File: config.mk
export PLATFORM = sky130hd
export DESIGN_NAME = scsi_dma_regs
export DESIGN_NICKNAME = d
export VERILOG_FILES = /design/src/rtl/scsi_dma_pkg.sv /design/src/rtl/dma_cmd_fsm.sv /design/src/rtl/dma_xfer_track.sv /design/src/rtl/dma_stat_reg.sv /design/src/rtl/scsi_dma_regs.sv
export SDC_FILE = /design/constraint.sdc
export NUM_CORES = 1
export LEC_CHECK = 0
export CAP_MARGIN = 20
export CORE_MARGIN = 5
export CORE_UTILIZATION = 45
export CTS_BUF_LIST = sky130_fd_sc_hd__clkbuf_4 sky130_fd_sc_hd__clkbuf_8
export CTS_CLUSTER_SIZE = 40
export DETAILED_ROUTE_END_ITERATION = 16
export HOLD_SLACK_MARGIN = 0.06
export SYNTH_ARGS = -nofsm -noshare
export SYNTH_HDL_FRONTEND = slang
export SYNTH_SLANG_ARGS = --single-unit
File: constraint.sdc
create_clock -name clk -period 6.15 [get_ports clk]
set_input_delay 1.23 -clock clk [delete_from_list [all_inputs] [get_ports clk]]
set_output_delay 1.23 -clock clk [all_outputs]
set_load 0.05 [all_outputs]
File: src/rtl/scsi_dma_pkg.sv
package scsi_dma_pkg;
    typedef enum logic [0:0] {ST_OFF = 1'b0, ST_RUN = 1'b1} dma_state_e;
    typedef enum logic [1:0] {OP_IDLE = 2'd0, OP_BLAST = 2'd1,
                              OP_ABORT = 2'd2, OP_START = 2'd3} dma_op_e;

    localparam int IX_CMD  = 0;
    localparam int IX_SCNT = 1;
    localparam int IX_SADR = 2;
    localparam int IX_WCNT = 3;
    localparam int IX_WADR = 4;
    localparam int IX_STAT = 5;
    localparam int IX_SLST = 6;
    localparam int IX_WLST = 7;
    localparam int IX_BCTL = 8;

    localparam int STAT_W   = 6;
    localparam int SB_ERR   = 1;
    localparam int SB_ABT   = 2;
    localparam int SB_DONE  = 3;
    localparam int SB_SINT  = 4;
    localparam int CB_DONE_IE = 6;
    localparam int CB_DIR   = 7;
    localparam int BC_W1C   = 24;
endpackage

File: src/rtl/dma_cmd_fsm.sv
module dma_cmd_fsm
    import scsi_dma_pkg::*;
(
    input  logic       clk,
    input  logic       rst_n,
    input  logic       cmd_wr,
    input  logic [1:0] op,
    output logic       run,
    output logic       load,
    output logic       abort_hit
);
    dma_state_e state, state_nx;
    dma_op_e    op_e;

    assign op_e = dma_op_e'(op);

    always_comb begin
        state_nx = state;
        unique case (state)
            ST_OFF: if (cmd_wr && op_e == OP_START) state_nx = ST_RUN;
            ST_RUN: if (cmd_wr && (op_e == OP_IDLE || op_e == OP_ABORT)) state_nx = ST_OFF;
        endcase
    end

    always_ff @(posedge clk) begin
        if (!rst_n) state <= ST_OFF;
        else        state <= state_nx;
    end

    always_comb begin
        run       = (state == ST_RUN);
        load      = cmd_wr && (op_e == OP_START);
        abort_hit = cmd_wr && (op_e == OP_ABORT);
    end
endmodule

File: src/rtl/dma_xfer_track.sv
module dma_xfer_track #(
    parameter int DATA_W = 32,
    parameter int LEN_W  = 24
) (
    input  logic              clk,
    input  logic              rst_n,
    input  logic              load,
    input  logic [DATA_W-1:0] start_cnt,
    input  logic [DATA_W-1:0] start_adr,
    input  logic [DATA_W-1:0] start_lst,
    input  logic              step,
    input  logic [LEN_W-1:0]  step_len,
    input  logic              zero_cnt,
    output logic [DATA_W-1:0] wcnt,
    output logic [DATA_W-1:0] wadr,
    output logic [DATA_W-1:0] wlst,
    output logic [DATA_W-1:0] gnt_len,
    output logic              hits_zero
);
    localparam logic [DATA_W-1:0] WADR_RST = '1;
    localparam logic [DATA_W-1:0] WLST_RST = ~DATA_W'(2);

    logic [DATA_W-1:0] len_ext;

    assign len_ext   = DATA_W'(step_len);
    assign gnt_len   = (len_ext < wcnt) ? len_ext : wcnt;
    assign hits_zero = (wcnt == gnt_len);

    always_ff @(posedge clk) begin
        if (!rst_n) begin
            wcnt <= '0;
            wadr <= WADR_RST;
            wlst <= WLST_RST;
        end else if (load) begin
            wcnt <= start_cnt;
            wadr <= start_adr;
            wlst <= start_lst;
        end else if (zero_cnt) begin
            wcnt <= '0;
        end else if (step) begin
            wcnt <= wcnt - gnt_len;
            wadr <= wadr + gnt_len;
        end
    end
endmodule

File: src/rtl/dma_stat_reg.sv
module dma_stat_reg
    import scsi_dma_pkg::*;
(
    input  logic              clk,
    input  logic              rst_n,
    input  logic              clr_all,
    input  logic [STAT_W-1:0] clr_mask,
    input  logic [STAT_W-1:0] set_mask,
    output logic [STAT_W-1:0] stat
);
    logic [STAT_W-1:0] kept;

    assign kept = clr_all ? '0 : (stat & ~clr_mask);

    always_ff @(posedge clk) begin
        if (!rst_n) stat <= '0;
        else        stat <= kept | set_mask;
    end
endmodule

File: src/rtl/scsi_dma_regs.sv
module scsi_dma_regs
    import scsi_dma_pkg::*;
#(
    parameter int DATA_W = 32,
    parameter int LEN_W  = 24,
    parameter int IDX_W  = 4
) (
    input  logic              clk,
    input  logic              rst_n,
    input  logic              reg_wr,
    input  logic              reg_rd,
    input  logic [IDX_W-1:0]  reg_idx,
    input  logic [DATA_W-1:0] reg_wdata,
    output logic [DATA_W-1:0] reg_rdata,
    input  logic              core_irq,
    input  logic              cmd_done,
    input  logic              chk_req,
    input  logic              chk_to_mem,
    input  logic [LEN_W-1:0]  chk_len,
    output logic              chk_ack,
    output logic [DATA_W-1:0] chk_gnt,
    output logic              dma_en,
    output logic              cancel_req,
    output logic              irq
);
    localparam logic [STAT_W-1:0] CLR_SET = STAT_W'((1 << SB_ERR) | (1 << SB_ABT) | (1 << SB_DONE));

    logic [DATA_W-1:0] cmd_q, scnt_q, sadr_q, slst_q, bctl_q;
    logic [DATA_W-1:0] wcnt, wadr, wlst, gnt_len;
    logic [STAT_W-1:0] stat, clr_mask, set_mask;
    logic              run, load, abort_hit, hits_zero, chunk_ok;
    logic              cmd_wr, stat_wr, stat_rd;
    logic [DATA_W-1:0] stat_view;

    assign cmd_wr  = reg_wr && (reg_idx == IDX_W'(IX_CMD));
    assign stat_wr = reg_wr && (reg_idx == IDX_W'(IX_STAT));
    assign stat_rd = reg_rd && (reg_idx == IDX_W'(IX_STAT));

    dma_cmd_fsm u_fsm (
        .clk(clk), .rst_n(rst_n), .cmd_wr(cmd_wr), .op(reg_wdata[1:0]),
        .run(run), .load(load), .abort_hit(abort_hit)
    );

    assign chunk_ok = chk_req && run && (chk_to_mem == cmd_q[CB_DIR]) && !load;

    dma_xfer_track #(.DATA_W(DATA_W), .LEN_W(LEN_W)) u_track (
        .clk(clk), .rst_n(rst_n), .load(load),
        .start_cnt(scnt_q), .start_adr(sadr_q), .start_lst(slst_q),
        .step(chunk_ok), .step_len(chk_len), .zero_cnt(cmd_done),
        .wcnt(wcnt), .wadr(wadr), .wlst(wlst),
        .gnt_len(gnt_len), .hits_zero(hits_zero)
    );

    always_comb begin
        clr_mask = '0;
        if (bctl_q[BC_W1C]) begin
            if (stat_wr) clr_mask = reg_wdata[STAT_W-1:0] & CLR_SET;
        end else if (stat_rd) begin
            clr_mask = CLR_SET;
        end
        set_mask = '0;
        set_mask[SB_DONE] = (chunk_ok && hits_zero) || cmd_done;
        set_mask[SB_ABT]  = abort_hit;
    end

    dma_stat_reg u_stat (
        .clk(clk), .rst_n(rst_n), .clr_all(load),
        .clr_mask(clr_mask), .set_mask(set_mask), .stat(stat)
    );

    always_ff @(posedge clk) begin
        if (!rst_n) begin
            cmd_q   <= '0;
            scnt_q  <= '0;
            sadr_q  <= '0;
            slst_q  <= '0;
            bctl_q  <= '0;
            chk_ack <= 1'b0;
            chk_gnt <= '0;
        end else begin
            if (cmd_wr) cmd_q <= reg_wdata;
            if (reg_wr && reg_idx == IDX_W'(IX_SCNT)) scnt_q <= reg_wdata;
            if (reg_wr && reg_idx == IDX_W'(IX_SADR)) sadr_q <= reg_wdata;
            if (reg_wr && reg_idx == IDX_W'(IX_SLST)) slst_q <= reg_wdata;
            if (reg_wr && reg_idx == IDX_W'(IX_BCTL)) bctl_q <= reg_wdata;
            chk_ack <= chunk_ok;
            chk_gnt <= chunk_ok ? gnt_len : '0;
        end
    end

    always_comb begin
        stat_view = DATA_W'(stat);
        stat_view[SB_SINT] = stat[SB_SINT] | core_irq;
    end

    always_comb begin
        case (reg_idx)
            IDX_W'(IX_CMD):  reg_rdata = cmd_q;
            IDX_W'(IX_SCNT): reg_rdata = scnt_q;
            IDX_W'(IX_SADR): reg_rdata = sadr_q;
            IDX_W'(IX_WCNT): reg_rdata = wcnt;
            IDX_W'(IX_WADR): reg_rdata = wadr;
            IDX_W'(IX_STAT): reg_rdata = stat_view;
            IDX_W'(IX_SLST): reg_rdata = slst_q;
            IDX_W'(IX_WLST): reg_rdata = wlst;
            IDX_W'(IX_BCTL): reg_rdata = bctl_q;
            default:         reg_rdata = '0;
        endcase
    end

    assign dma_en     = run;
    assign cancel_req = abort_hit;
    assign irq        = stat[SB_DONE] & cmd_q[CB_DONE_IE];
endmodule

# Yosys cells after proc, flatten, opt, wreduce, memory -nomap -nowiden
# Cells that the tools add are included.
# Widths: inputs -> output; s select.
classes:
  reduce_logical: 23
  n_mux: 15
  n_eq_ne: 13
  order_cmp: 1
  add_sub_neg: 2
  bitwise_logic: 6
op_table:
  columns: ["operator", "count"]
  rows:
  - ["$pmux 32 s9", 1]
  - ["$mux 32", 7]
  - ["$add 32x32->32", 1]
  - ["$eq 32x32->1", 1]
  - ["$lt 24x32->1", 1]
  - ["$sub 32x32->32", 1]
  - ["$eq 4x3->1 const B", 4]
  - ["$logic_and 1x1->1", 14]
  - ["$mux 6", 2]
  - ["$eq 4x2->1 const B", 2]
  - ["$mux 4", 2]
  - ["$and 6x6->6", 1]
  - ["$not 6->6", 1]
  - ["$or 6x4->6", 1]
  - ["$eq 2x2->1 const B", 2]
  - ["$eq 4x1->1 const B", 1]
  - ["$eq 4x4->1 const B", 1]
  - ["$logic_not 4->1", 1]
  - ["$reduce_and 2->1", 2]
  - ["$reduce_bool 3->1", 1]
  - ["$logic_not 2->1", 1]
  - ["$logic_or 1x1->1", 2]
  - ["$mux 1", 2]
  - ["$ne 2x1->1 const B", 1]
  - ["other kinds (7)", 7]
totals:
  register_bits: 296
  word_cells: 72
  in_bits: 68

# Longest topological paths before layout
depth:
  word_depth: 8
  depth_mapped: 23

# By module
# From an unflattened synthesis, not the netlist that was laid out.
hier_totals:
  hier_cells: 2239
  area_unflattened_um2: 17924.7
modules_own_cells:
  columns: ["mod", "area_per_inst_um2", "instances", "cells_per_inst"]
  rows:
  - ["scsi_dma_regs", 9086.2, 1, 1095]
  - ["dma_xfer_track", 8558.2, 1, 1113]
  - ["dma_stat_reg", 221.5, 1, 24]
  - ["dma_cmd_fsm", 58.8, 1, 7]

# Worst setup path before layout
# No wires, ideal clock.
synth_timing:
  path_type: "input -> register"
  startpoint: "input chk_len[9]"
  endpoint: "register u_track.wadr[31]"
  cell_stages: 22
  setup_slack_ns: 0.712
  arrival_time_ns: 5.314
  setup_time_ns: 0.124
  path_buffers: 2
  path_cell_list: "ha_1 a21o_1 a21o_1 a21o_1 a211oi_1 o21ai_0 nand3_1 o211a_1 buf_6 buf_12 mux2i_2 inv_1 ha_1 a21o_1 a221oi_2 o21ai_1 o21ba_4 nor2_2 a2111o_1 a41oi_2 mux2i_1 a2111o_1"
synth_between:
  elab_chain_len: 6
synth_lines:
  columns: ["item", "line", "text"]
  rows:
  - ["start: declaration", "scsi_dma_regs.sv:19", "input logic [LEN_W-1:0] chk_len,"]
  - ["$lt 24x32->1", "dma_xfer_track.sv:26", "assign gnt_len = (len_ext < wcnt) ? len_ext : wcnt;"]
  - ["$mux 32", "dma_xfer_track.sv:26", null]
  - ["via gnt_len[12]", "scsi_dma_regs.sv:29", "logic [DATA_W-1:0] wcnt, wadr, wlst, gnt_len;"]
  - ["$add 32x32->32", "dma_xfer_track.sv:42", "wadr <= wadr + gnt_len;"]
  - ["$mux 32", "dma_xfer_track.sv:40", "end else if (step) begin"]
  - ["$mux 32", "dma_xfer_track.sv:38", "end else if (zero_cnt) begin"]
  - ["$mux 32", "dma_xfer_track.sv:34", "end else if (load) begin"]
  - ["end signal: assignment", "dma_xfer_track.sv:36", "wadr <= start_adr;"]
  - ["end signal: assignment", "dma_xfer_track.sv:42", null]
  - ["end: declaration", "dma_xfer_track.sv:15", "output logic [DATA_W-1:0] wadr,"]
# The timed path passes the listed nets, and every way through them passes these cells. The select of a mux whose other input is x is not followed.
# A chain may end at the register's enable or synchronous reset.

# Final worst setup path
layout_timing:
  startpoint: "input chk_len[1]"
  endpoint: "register u_track.wadr[30]"
# Same word-level chain as after synthesis.

==> metrics.yaml <==
synth_edf_count: 0
power.leakage_nw: 7.54
grt_pass1_wl_um: 91400
firstDrtPassIters: 6
cts_tree: "done"
fin_skew_ns: 0.0231
setup_tns_ns: 0
fp.dieH_um: 195
power.total_mw: 5.11
path_cells: "clkdlybuf4s50_1 > ha_1 > a21o_1 > a21o_1 > a211oi_1 > o21ai_0 > a21oi_2 > o211a_2 > buf_12 > mux2i_1 > inv_1 > ha_1 > nor2b_1 > o31a_2 > o22ai_2 > o41ai_4 > a31oi_2 > o221ai_2 > o21ai_1 > or3_1 > a41oi_1"
cts_max_level: 2
r2r_setup_slack_ns: 0.68
final_area_um2: 19300
crit_path_max_fanout: 7
post-cts-setup-buffers: 0
setup_viol: 0
hold_violations: 0
layout_commonest_cell: "nand2_1"
synth_warnings: 0
grt_pass1_vias: 15400
crit_path_start_kind: "primary input"
fillCellCount: 3190
gr-total-overflow: 0
postCtsHoldBufs: 0
synth-seq-cells: 293
layout-area-overhead-vs-synth_pct: 25.5
arrival_ns: 6.41
timing.critical_path.slowest_cell_delay_ns: 0.47
cts_max_path_buffers: 3
synthCells: 1934
synth_area_um2: 15400
postRouteAntennaNets: 0
cpMaxStageDelayCell: "clkdlybuf4s50_1"
drt_iter0_drc: 1686
vias: 15800
port_buffers: 135
ys_async_sr_fraction_pct: 0
crit_end: "u_track.wadr[30]$_SDFFE_PN1P_"
cts_sinks: 293
status: "completed"
initial_core_util_pct: 45.7
rsz0062_at_grt: "no"
grt_max_degree: 78
coreArea_um2: 33700
r2r_cells: 21
vdd_drop_max_mv: 0.207
maxCapViolations: 0
clk_latency_ns: 0.64
vias_per_cell: 5.97
dpl-instance-area_um2: 18100
dieArea_um2: 38000
cts_made_buffers: 51
cts-root-buf: "clkbuf_8"
synthDistinctLibCells: 77
rows: 67
cp-startpoint: "chk_len[1]"
ios: 136
crit_type: "in2reg"
synth_area_per_cell_um2: 7.96
p_per_area_nw_per_um2: 265
final_cell_mix: "487 x nand2_1, 293 x dfxtp_1, 218 x a21oi_1, 158 x buf_4, 133 x clkdlybuf4s50_1"
finalWirelength_um: 59800
antenna_found_initial: 0
hpwl_um: 40400
drc: 0
grt_use_total_pct: 30.4
fin_crit_sh_pct: 95.1
die_w_um: 195
reg2reg_from: "u_track.wcnt[1]$_SDFFE_PN0P_"
hold_path_class: "reg2reg"
max_freq_ghz: 0.171
critPathCaptureType: "flip-flop"
r2r-end: "u_track.wadr[30]$_SDFFE_PN1P_"
slew_headroom_pct: 29.6
fin_nets: 2320
ys_seq_area_share_pct: 38.1
gp_congestion: 0.960
synth_ff_type: "dfxtp_1"
tightest_slew_ns: 1.05
drive_above_1_share_pct: 14.0
path_clk_slew_ns: 0.06
cp.required_ns: 6.71
wl_per_cell_um: 22.5
antennaDiodeCount: 0
drv_slew: 0
min_period_ns: 5.85
## critical path, delay by kind of cell
family                   cells  cell delay (ns)
AO/OA/AOI/OAI               13             2.92
adder cells (fa/ha/maj)      2             0.64
buffers and inverters        3             0.73
multiplexers                 1             0.34
AND/OR/NAND/NOR              2             0.52
## metal layers
metal | up-vias | part of all wire, % | global-route usage, %
li1 | 7376 | - | -
met2 | 845 | 42 | 44.3
met5 | - | 0 | 0
met4 | 0 | 2.3 | 7.91
met3 | 108 | 11 | 7.67
met1 | 7515 | 45 | 44.9
## cell type report
type                            instances  area [µm²]  area share (%)
Multi-Input combinational cell       1465        8880            46.0
Sequential cell                       293        5870            30.4
Timing Repair Buffer                  296        2610            13.5
Clock buffer                           78         986            5.10
Tap cell                              448         561            2.90
Inverter                               64         245            1.27
Clock inverter                         11         175           0.906
## synth_stat cells, drive strengths merged, types with 3 or more instances
master	n	area, µm²
a21o	27	203
o31ai	5	37.5
a221oi	17	155
xnor2	27	236
and4	3	26.3
nor2b	3	18.8
xor2	23	201
o41ai	3	45.1
a41oi	5	51.3
o21a	9	67.6
buf	19	123
o2111ai	26	228
a22o	5	43.8
o21bai	6	45.0
and3	9	56.3
nand3	51	255
inv	64	240
nor3	15	86.3
a222oi	7	70.1
nand4	40	250
or3	6	37.5
nand2b	9	56.3
o21ai	47	235
a2111oi	4	35.0
a221o	4	40.0
mux2i	26	405
clkbuf	107	402
a211oi	26	195
dfxtp	293	5870
nand2	491	1840
a21oi	221	1110
nor2	72	273
a31oi	12	87.6
or4	3	26.3
o211ai	4	30.0
and2	11	68.8
a22oi	123	923
ha	79	988
## cells by family (layout without fill, tap and decap cells)
kind of cell	after synthesis	count (layout)	share of synthesized area, %
buffers and inverters	190	449	4.96
multiplexers	28	28	2.78
AO/OA/AOI/OAI	568	568	24.6
adder cells (fa/ha/maj)	81	81	6.68
other	1	15	0.0243
AND/OR/NAND/NOR	723	723	20.0
XOR/XNOR	50	50	2.84
flip-flops	293	293	38.1
## timing repair
action                                 CTS  global route
resized for setup                        0             1
endpoints found under the hold margin    0             0
setup endpoints to repair                0             2
## metrics by stage
| stage | setup slack [ns] | instances | utilization [%] | hold slack, ns |
|---|---|---|---|---|
| after floorplan | 0.712 | 1948 | - | 0.436 |
| after global placement | -0.279 | 2565 | 53.8 | 0.442 |
| after detailed placement | -0.422 | 2565 | 53.8 | 0.446 |
| after CTS | 0.234 | 2654 | 57.3 | 0.454 |
| after global routing | 0.0424 | 2655 | 57.3 | 0.469 |
| final | 0.299 | 2655 | 57.3 | 0.453 |
## registers in the layout, indices dropped and copies added (netlist names)
register,cells
bctl_q,32
chk_gnt,32
cmd_q,32
sadr_q,32
scnt_q,32
slst_q,32
u_track.wadr,32
u_track.wcnt,32
u_track.wlst,32
u_stat.stat,3
chk_ack,1
u_fsm.run,1
## worst min-delay path by stage
stage / startpoint / end / cells after the start
6_report: bctl_q[14]$_SDFFE_PN0P_ / bctl_q[14]$_SDFFE_PN0P_ / 2
3_3_place_gp: bctl_q[31]$_SDFFE_PN0P_ / bctl_q[31]$_SDFFE_PN0P_ / 2
3_5_place_dp: cmd_q[3]$_SDFFE_PN0P_ / cmd_q[3]$_SDFFE_PN0P_ / 2
2_1_floorplan: bctl_q[1]$_SDFFE_PN0P_ / bctl_q[1]$_SDFFE_PN0P_ / 2
5_1_grt: cmd_q[3]$_SDFFE_PN0P_ / cmd_q[3]$_SDFFE_PN0P_ / 2
4_1_cts: cmd_q[29]$_SDFFE_PN0P_ / cmd_q[29]$_SDFFE_PN0P_ / 2
## power breakdown
group          switching [mW]  total (mW)  internal [mW]
clock network           0.856        2.05           1.19
registers              0.0319        1.96           1.93
logic                   0.617        1.11          0.491
total                    1.50        5.11           3.61
Note: power is estimated with default switching activity, not from simulation.
